[config.mk]
export PLATFORM = sky130hd
export DESIGN_NAME = br_decode_unit
export DESIGN_NICKNAME = d
export VERILOG_FILES = /design/src/rtl/brdec_pkg.sv /design/src/rtl/br_field_decode.sv /design/src/rtl/br_cond_eval.sv /design/src/rtl/br_target_gen.sv /design/src/rtl/br_decode_unit.sv
export SDC_FILE = /design/constraint.sdc
export NUM_CORES = 1
export LEC_CHECK = 0
export ABC_CLOCK_PERIOD_IN_PS = 3300
export BUFFER_PORTS_ARGS = -buffer_cell sky130_fd_sc_hd__buf_2
export CORE_ASPECT_RATIO = 0.8
export CORE_UTILIZATION = 47
export CTS_CLUSTER_DIAMETER = 80
export DETAILED_ROUTE_END_ITERATION = 8
export HOLD_SLACK_MARGIN = 0.06
export PLACE_DENSITY = 0.84
export SLEW_MARGIN = 40
export SYNTH_ARGS = -nofsm -noshare
export SYNTH_HDL_FRONTEND = slang
export SYNTH_HIERARCHICAL = 1
export SYNTH_SLANG_ARGS = --single-unit
[constraint.sdc]
create_clock -name clk -period 3.3 [get_ports clk]
set_input_delay 0.66 -clock clk [delete_from_list [all_inputs] [get_ports clk]]
set_output_delay 0.66 -clock clk [all_outputs]
set_load 0.03 [all_outputs]
[src/rtl/brdec_pkg.sv]
package brdec_pkg;

  // Instruction layout widths (fixed by the encoding)
  localparam int unsigned ILEN     = 32;
  localparam int unsigned AW       = 32;
  localparam int unsigned OFF_W    = 19;
  localparam int unsigned ABS_W    = 30;
  localparam int unsigned RADDR_W  = 5;
  localparam int unsigned COND_W   = 4;
  localparam int unsigned FLAG_W   = 4;
  localparam int unsigned SEXT_W   = AW - OFF_W - 2;

  // Opcode values; decode priority is call, then conditional, then return
  localparam logic [1:0] CALL_OP = 2'b01;
  localparam logic [7:0] COND_OP = 8'h08;
  localparam logic [7:0] RET_OP  = 8'h0C;

  typedef enum logic [1:0] {
    BK_NONE = 2'd0,
    BK_CALL = 2'd1,
    BK_COND = 2'd2,
    BK_RET  = 2'd3
  } br_kind_e;

  typedef struct packed {
    br_kind_e             kind;
    logic [COND_W-1:0]    cond;
    logic                 annul;
    logic [OFF_W-1:0]     off;
    logic [ABS_W-1:0]     abs_addr;
    logic [RADDR_W-1:0]   ra;
    logic [RADDR_W-1:0]   rb;
  } br_fields_t;

endpackage

[src/rtl/br_field_decode.sv]
module br_field_decode
  import brdec_pkg::*;
(
  input  logic [ILEN-1:0] instr_i,
  output br_fields_t      fields_o
);

  always_comb begin
    fields_o.cond     = instr_i[23:20];
    fields_o.annul    = instr_i[19];
    fields_o.off      = instr_i[OFF_W-1:0];
    fields_o.abs_addr = instr_i[ABS_W-1:0];
    fields_o.ra       = instr_i[23:19];
    fields_o.rb       = instr_i[18:14];
    if (instr_i[31:30] == CALL_OP)
      fields_o.kind = BK_CALL;
    else if (instr_i[31:24] == COND_OP)
      fields_o.kind = BK_COND;
    else if (instr_i[31:24] == RET_OP)
      fields_o.kind = BK_RET;
    else
      fields_o.kind = BK_NONE;
  end

endmodule

[src/rtl/br_cond_eval.sv]
module br_cond_eval
  import brdec_pkg::*;
(
  input  logic [COND_W-1:0] cond_i,
  input  logic [FLAG_W-1:0] flags_i,
  output logic              pass_o
);

  logic fn, fz, fc, fv;
  logic base;

  assign fn = flags_i[3];
  assign fz = flags_i[2];
  assign fc = flags_i[1];
  assign fv = flags_i[0];

  // Low three bits select a flag test; the top bit inverts it
  always_comb begin
    unique case (cond_i[2:0])
      3'd0:    base = 1'b0;
      3'd1:    base = fz;
      3'd2:    base = fz | (fn ^ fv);
      3'd3:    base = fn ^ fv;
      3'd4:    base = fc | fz;
      3'd5:    base = fc;
      3'd6:    base = fn;
      default: base = fv;
    endcase
  end

  assign pass_o = cond_i[3] ^ base;

endmodule

[src/rtl/br_target_gen.sv]
module br_target_gen
  import brdec_pkg::*;
(
  input  br_fields_t    fields_i,
  input  logic [AW-1:0] pc_i,
  input  logic [AW-1:0] ret_a_i,
  input  logic [AW-1:0] ret_b_i,
  output logic [AW-1:0] target_o
);

  logic [AW-1:0] rel_disp;
  logic [AW-1:0] ret_sum;

  assign rel_disp = {{SEXT_W{fields_i.off[OFF_W-1]}}, fields_i.off, 2'b00};
  assign ret_sum  = ret_a_i + ret_b_i;

  always_comb begin
    unique case (fields_i.kind)
      BK_CALL: target_o = {fields_i.abs_addr, 2'b00};
      BK_COND: target_o = pc_i + rel_disp;
      BK_RET:  target_o = {ret_sum[AW-1:2], 2'b00};
      default: target_o = '0;
    endcase
  end

endmodule

[src/rtl/br_decode_unit.sv]
module br_decode_unit
  import brdec_pkg::*;
(
  input  logic                clk,
  input  logic                rst,
  input  logic                dec_valid_i,
  input  logic [31:0]         instr_i,
  input  logic [31:0]         pc_i,
  input  logic [3:0]          flags_i,
  input  logic [31:0]         ret_a_i,
  input  logic [31:0]         ret_b_i,
  output logic [4:0]          ret_ra_o,
  output logic [4:0]          ret_rb_o,
  output logic [1:0]          br_kind_o,
  output logic                br_taken_o,
  output logic [31:0]         br_target_o,
  output logic                slot_annul_o
);

  br_fields_t    fld;
  logic          cond_pass;
  logic [AW-1:0] tgt;
  logic          taken_nxt;
  logic          annul_nxt;

  br_field_decode u_fields (
    .instr_i  (instr_i),
    .fields_o (fld)
  );

  br_cond_eval u_cond (
    .cond_i  (fld.cond),
    .flags_i (flags_i),
    .pass_o  (cond_pass)
  );

  br_target_gen u_tgt (
    .fields_i (fld),
    .pc_i     (pc_i),
    .ret_a_i  (ret_a_i),
    .ret_b_i  (ret_b_i),
    .target_o (tgt)
  );

  // Register-file read addresses leave without a register
  assign ret_ra_o = fld.ra;
  assign ret_rb_o = fld.rb;

  always_comb begin
    unique case (fld.kind)
      BK_CALL, BK_RET: taken_nxt = 1'b1;
      BK_COND:         taken_nxt = cond_pass;
      default:         taken_nxt = 1'b0;
    endcase
    annul_nxt = (fld.kind == BK_COND) && fld.annul && !cond_pass;
  end

  always_ff @(posedge clk) begin
    if (rst || !dec_valid_i) begin
      br_kind_o    <= BK_NONE;
      br_taken_o   <= 1'b0;
      br_target_o  <= '0;
      slot_annul_o <= 1'b0;
    end else begin
      br_kind_o    <= fld.kind;
      br_taken_o   <= taken_nxt;
      br_target_o  <= tgt;
      slot_annul_o <= annul_nxt;
    end
  end

  // reset clears the registered results
  a_r1_reset_clears: assert property (@(posedge clk)
    rst |=> (br_kind_o == BK_NONE && !br_taken_o && !slot_annul_o && br_target_o == '0));

  // a call is always taken
  a_r2_call_taken: assert property (@(posedge clk) disable iff (rst)
    (br_kind_o == BK_CALL) |-> br_taken_o);

  // a return is always taken and never annuls
  a_r7_ret_taken: assert property (@(posedge clk) disable iff (rst)
    (br_kind_o == BK_RET) |-> (br_taken_o && !slot_annul_o));

  // annul only on a not-taken conditional branch
  a_r6_annul_cond_only: assert property (@(posedge clk) disable iff (rst)
    slot_annul_o |-> (br_kind_o == BK_COND && !br_taken_o));

  // no transfer means quiet outputs
  a_r8_idle_quiet: assert property (@(posedge clk) disable iff (rst)
    (br_kind_o == BK_NONE) |-> (!br_taken_o && !slot_annul_o));

  // an invalid decode slot yields nothing on the next edge
  a_r9_invalid_next: assert property (@(posedge clk) disable iff (rst)
    !dec_valid_i |=> (br_kind_o == BK_NONE));

endmodule

==> metrics.md <==
| Metric | Value |
|---|---|
| Multi-input logic area | 3860 sq um |
| Die ar. | 11600 sq um |
| FF+latch area | 721 sq um |
| DP Area | 5930 sq um |
| Final Hold Vio Count | 0 |
| Fin nets | 1013 |
| Average via count per standard cell | 5.69 |
| Outcome | finished clean |
| Flops & latches, synth | 36 |
| Peak supply drop | 0.209 mV |
| Syn Area/Cell | 7.56 sq um |
| Die H | 96.5 um |
| Compound-cell area share of the yosys netlist | 0.281 |
| Crit path kind | in -> reg |
| Syn Inst Count | 694 |
| Synthesized-area fraction occupied by adder cells | 0.145 |
| Post-CTS Hold Fix Bufs | 0 |
| Initial Util | 0.484 |
| Area of the core | 10800 sq um |
| Syn-to-layout area delta | 15.8% |
| Fin cells | 963 |
| Async S/R FF share, synth | 0 |
| Final setup viols | 0 |
| FP Rows | 34 |
| Syn Nets | 889 |
| Final Critical Period | 3.02 ns |
| Synthesized area | 5250 sq um |
| 1st-iter DRT viols | 478 |
| Xor-xnor portion of the synthesized cell area | 0.0818 |
| Post-route ant nets | 0 |
| WHS Path Cells | 3 |
| H-tree levels | 2 |
| Power Density | 298 nW/um^2 |
| Hpwl dp | 12.6 mm |
| Pin count of the biggest net entering global routing | 35 |
| Max transition margin | 0.526 |
| Routed vias | 5475 |
| Layout Cell Area excl Fill | 6070 sq um |
| Yosys Warn Count | 6 |
| Number of gates resized after cts | 0 |
| Fillers | 1067 |
| Placed cell count | 955 |
| Detailed Route WL | 15.5 mm |
| Worst EP required | 3.48 ns |
| Tot GR Track Use | 0.263 |
| Clock Tree Buf Depth | 2 |
| Vias in the first global route | 4894 |
| Hold Crit Class | in -> reg |
| Data arrival time of the worst path | 3.20 ns |
| N_diodes | 0 |
| CTS tree | yes |
| Setup TNS | 0 ns |
| Drt first pass iters | 6 |
| Port-buffer cells | 180 |
| Clock buffer count from CTS | 5 |
| Final Util | 0.560 |
| Grt ovf | 0 |
| Clock transition at path regs | 0.06 ns |
| Drt wl/cell | 16.1 um |
| Synth cell types | 68 |
| Slew Limit Fails | 0 |
| Sink Count | 36 |
| Largest family of logic cells by synthesized area | compound AO/OA/AOI/OAI gates |
| Critical Path End Type | register |
| CP Launch Type | primary input |
| Ports | 181 |
| DRC | 0 |
| Max Cap Violations | 0 |
| Final period utilization | 0.915 |
| Top FF cell, synth | dfxtp_1 |
| Crit Path Max Fanout | 9 |
| Sequential fraction of the synthesis area | 0.137 |
| Root Buffer Master | clkbuf_16 |
| Synth Area in Simple Gates | 0.203 |
| Fmax | 331 MHz |
| Worst Tran Pin Value | 0.709 ns |
| Antenna violations before repair | 0 |
| First-pass GRT wire length | 24.1 mm |
| EDFF count, synth | 0 |
| Post-synthesis mux area share | 0.0250 |
| Fraction of layout cells with a size suffix above 1 | 0.286 |
| Final Wtd Congestion | 0.967 |
| Setup repair bufs after CTS | 0 |
| RSZ-0062 raised after global routing | no |
| P_leak | 2.98 nW |
| Chip Width | 120 um |
| Worst hold slack | 0.628 ns |
==> cell type report <==
class,count,share of cell area
inverter,18,0.0111
timing repair buffer,207,0.182
tap,144,0.0297
sequential,36,0.119
clock inverter,3,0.00309
clock buffer,5,0.0206
multi-input combinational,550,0.635
==> logic make-up (layout without fill, tap and decap cells) <==
family / count (synthesis) / in the layout
mux: 13 / 13
fa+ha+maj: 60 / 60
buf+inv: 108 / 233
simple gates: 203 / 203
xor+xnor: 49 / 49
flops: 36 / 36
compound gates: 225 / 225
==> power by group <==
part | internal, W | switching (W) | total (W) | leakage [nW]
clock | 0.000279 | 0.000207 | 0.000486 | 0.0736
combinational | 0.000385 | 0.000494 | 0.000879 | 2.62
sequential | 0.000442 | 0.00000250 | 0.000445 | 0.292
==> worst paths after layout <==
path | start | endpoint | slack [ns]
worst max-delay path | instr_i[18] | br_target_o[31]$_SDFF_PP0_ | 0.28
worst min-delay path | instr_i[19] | slot_annul_o$_SDFF_PP0_ | 0.63
==> flip-flops by register name, indices dropped and copies added, names as in the netlist <==
name and count:
slot_annul_o 1, br_taken_o 1, br_kind_o 2, br_target_o 32
==> critical path, stage by stage <==
cell and delay, ns:
buf_2 0.16, buf_4 0.18, ha_1 0.35, and4_1 0.22
and2_1 0.21, nand4_1 0.14, nor2_1 0.05, a2111oi_0 0.52
o31ai_1 0.19, xnor2_1 0.26, o211ai_1 0.10, and2_1 0.13
==> per-layer routing <==
layer	global-route usage	up-vias	part of all wire
li1	-	2714	-
met1	0.365	2510	0.48
met2	0.426	237	0.42
met3	0.0428	14	0.088
met4	0.0625	0	0.010
met5	0	-	0
==> metrics by stage <==
stage / power, W / worst slack, ns
detailed placement: 0.00131 / 0.0518
CTS: 0.00180 / 0.333
floorplan: 0.00109 / 0.142
finish: 0.00181 / 0.281
global route: 0.00191 / 0.154
global placement: 0.00131 / 0.00540
==> Yosys cell counts (all sizes together) (4+ instances only) <==
master / n / area (sq um)
or3: 5 / 36.3
a21oi: 63 / 319
o21bai: 4 / 30.0
ha: 59 / 738
a211oi: 11 / 87.6
o31ai: 4 / 40.0
a221o: 5 / 50.1
nand3: 14 / 75.1
xnor2: 29 / 254
dfxtp: 36 / 721
nor2: 37 / 139
o211ai: 12 / 90.1
and2: 38 / 238
mux2i: 12 / 120
nor3: 7 / 35.0
xor2: 20 / 175
nor2b: 7 / 51.3
nand2b: 7 / 43.8
inv: 18 / 67.6
and3: 10 / 63.8
a21o: 30 / 225
clkbuf: 20 / 75.1
a31oi: 11 / 68.8
o22ai: 12 / 75.1
nand2: 55 / 214
o21ai: 45 / 225
nand4: 10 / 62.6
buf: 70 / 526
==> placed cells by master, fill, tap and decap left out, types with 9 or more instances in the layout <==
cell and count:
and3_1 9, and2_1 38, nand2_1 54, o21ai_0 44, o22ai_1 12, a31oi_1 11
buf_2 180, o211ai_1 12, nand3_1 13, dfxtp_1 36, a21o_1 30, nand4_1 10
ha_1 59, buf_4 27, nor2_1 37, xor2_1 20, mux2i_1 12, a211oi_1 10
inv_1 18, a21oi_1 62, xnor2_1 29
Note: power is estimated with default switching activity, not from simulation.
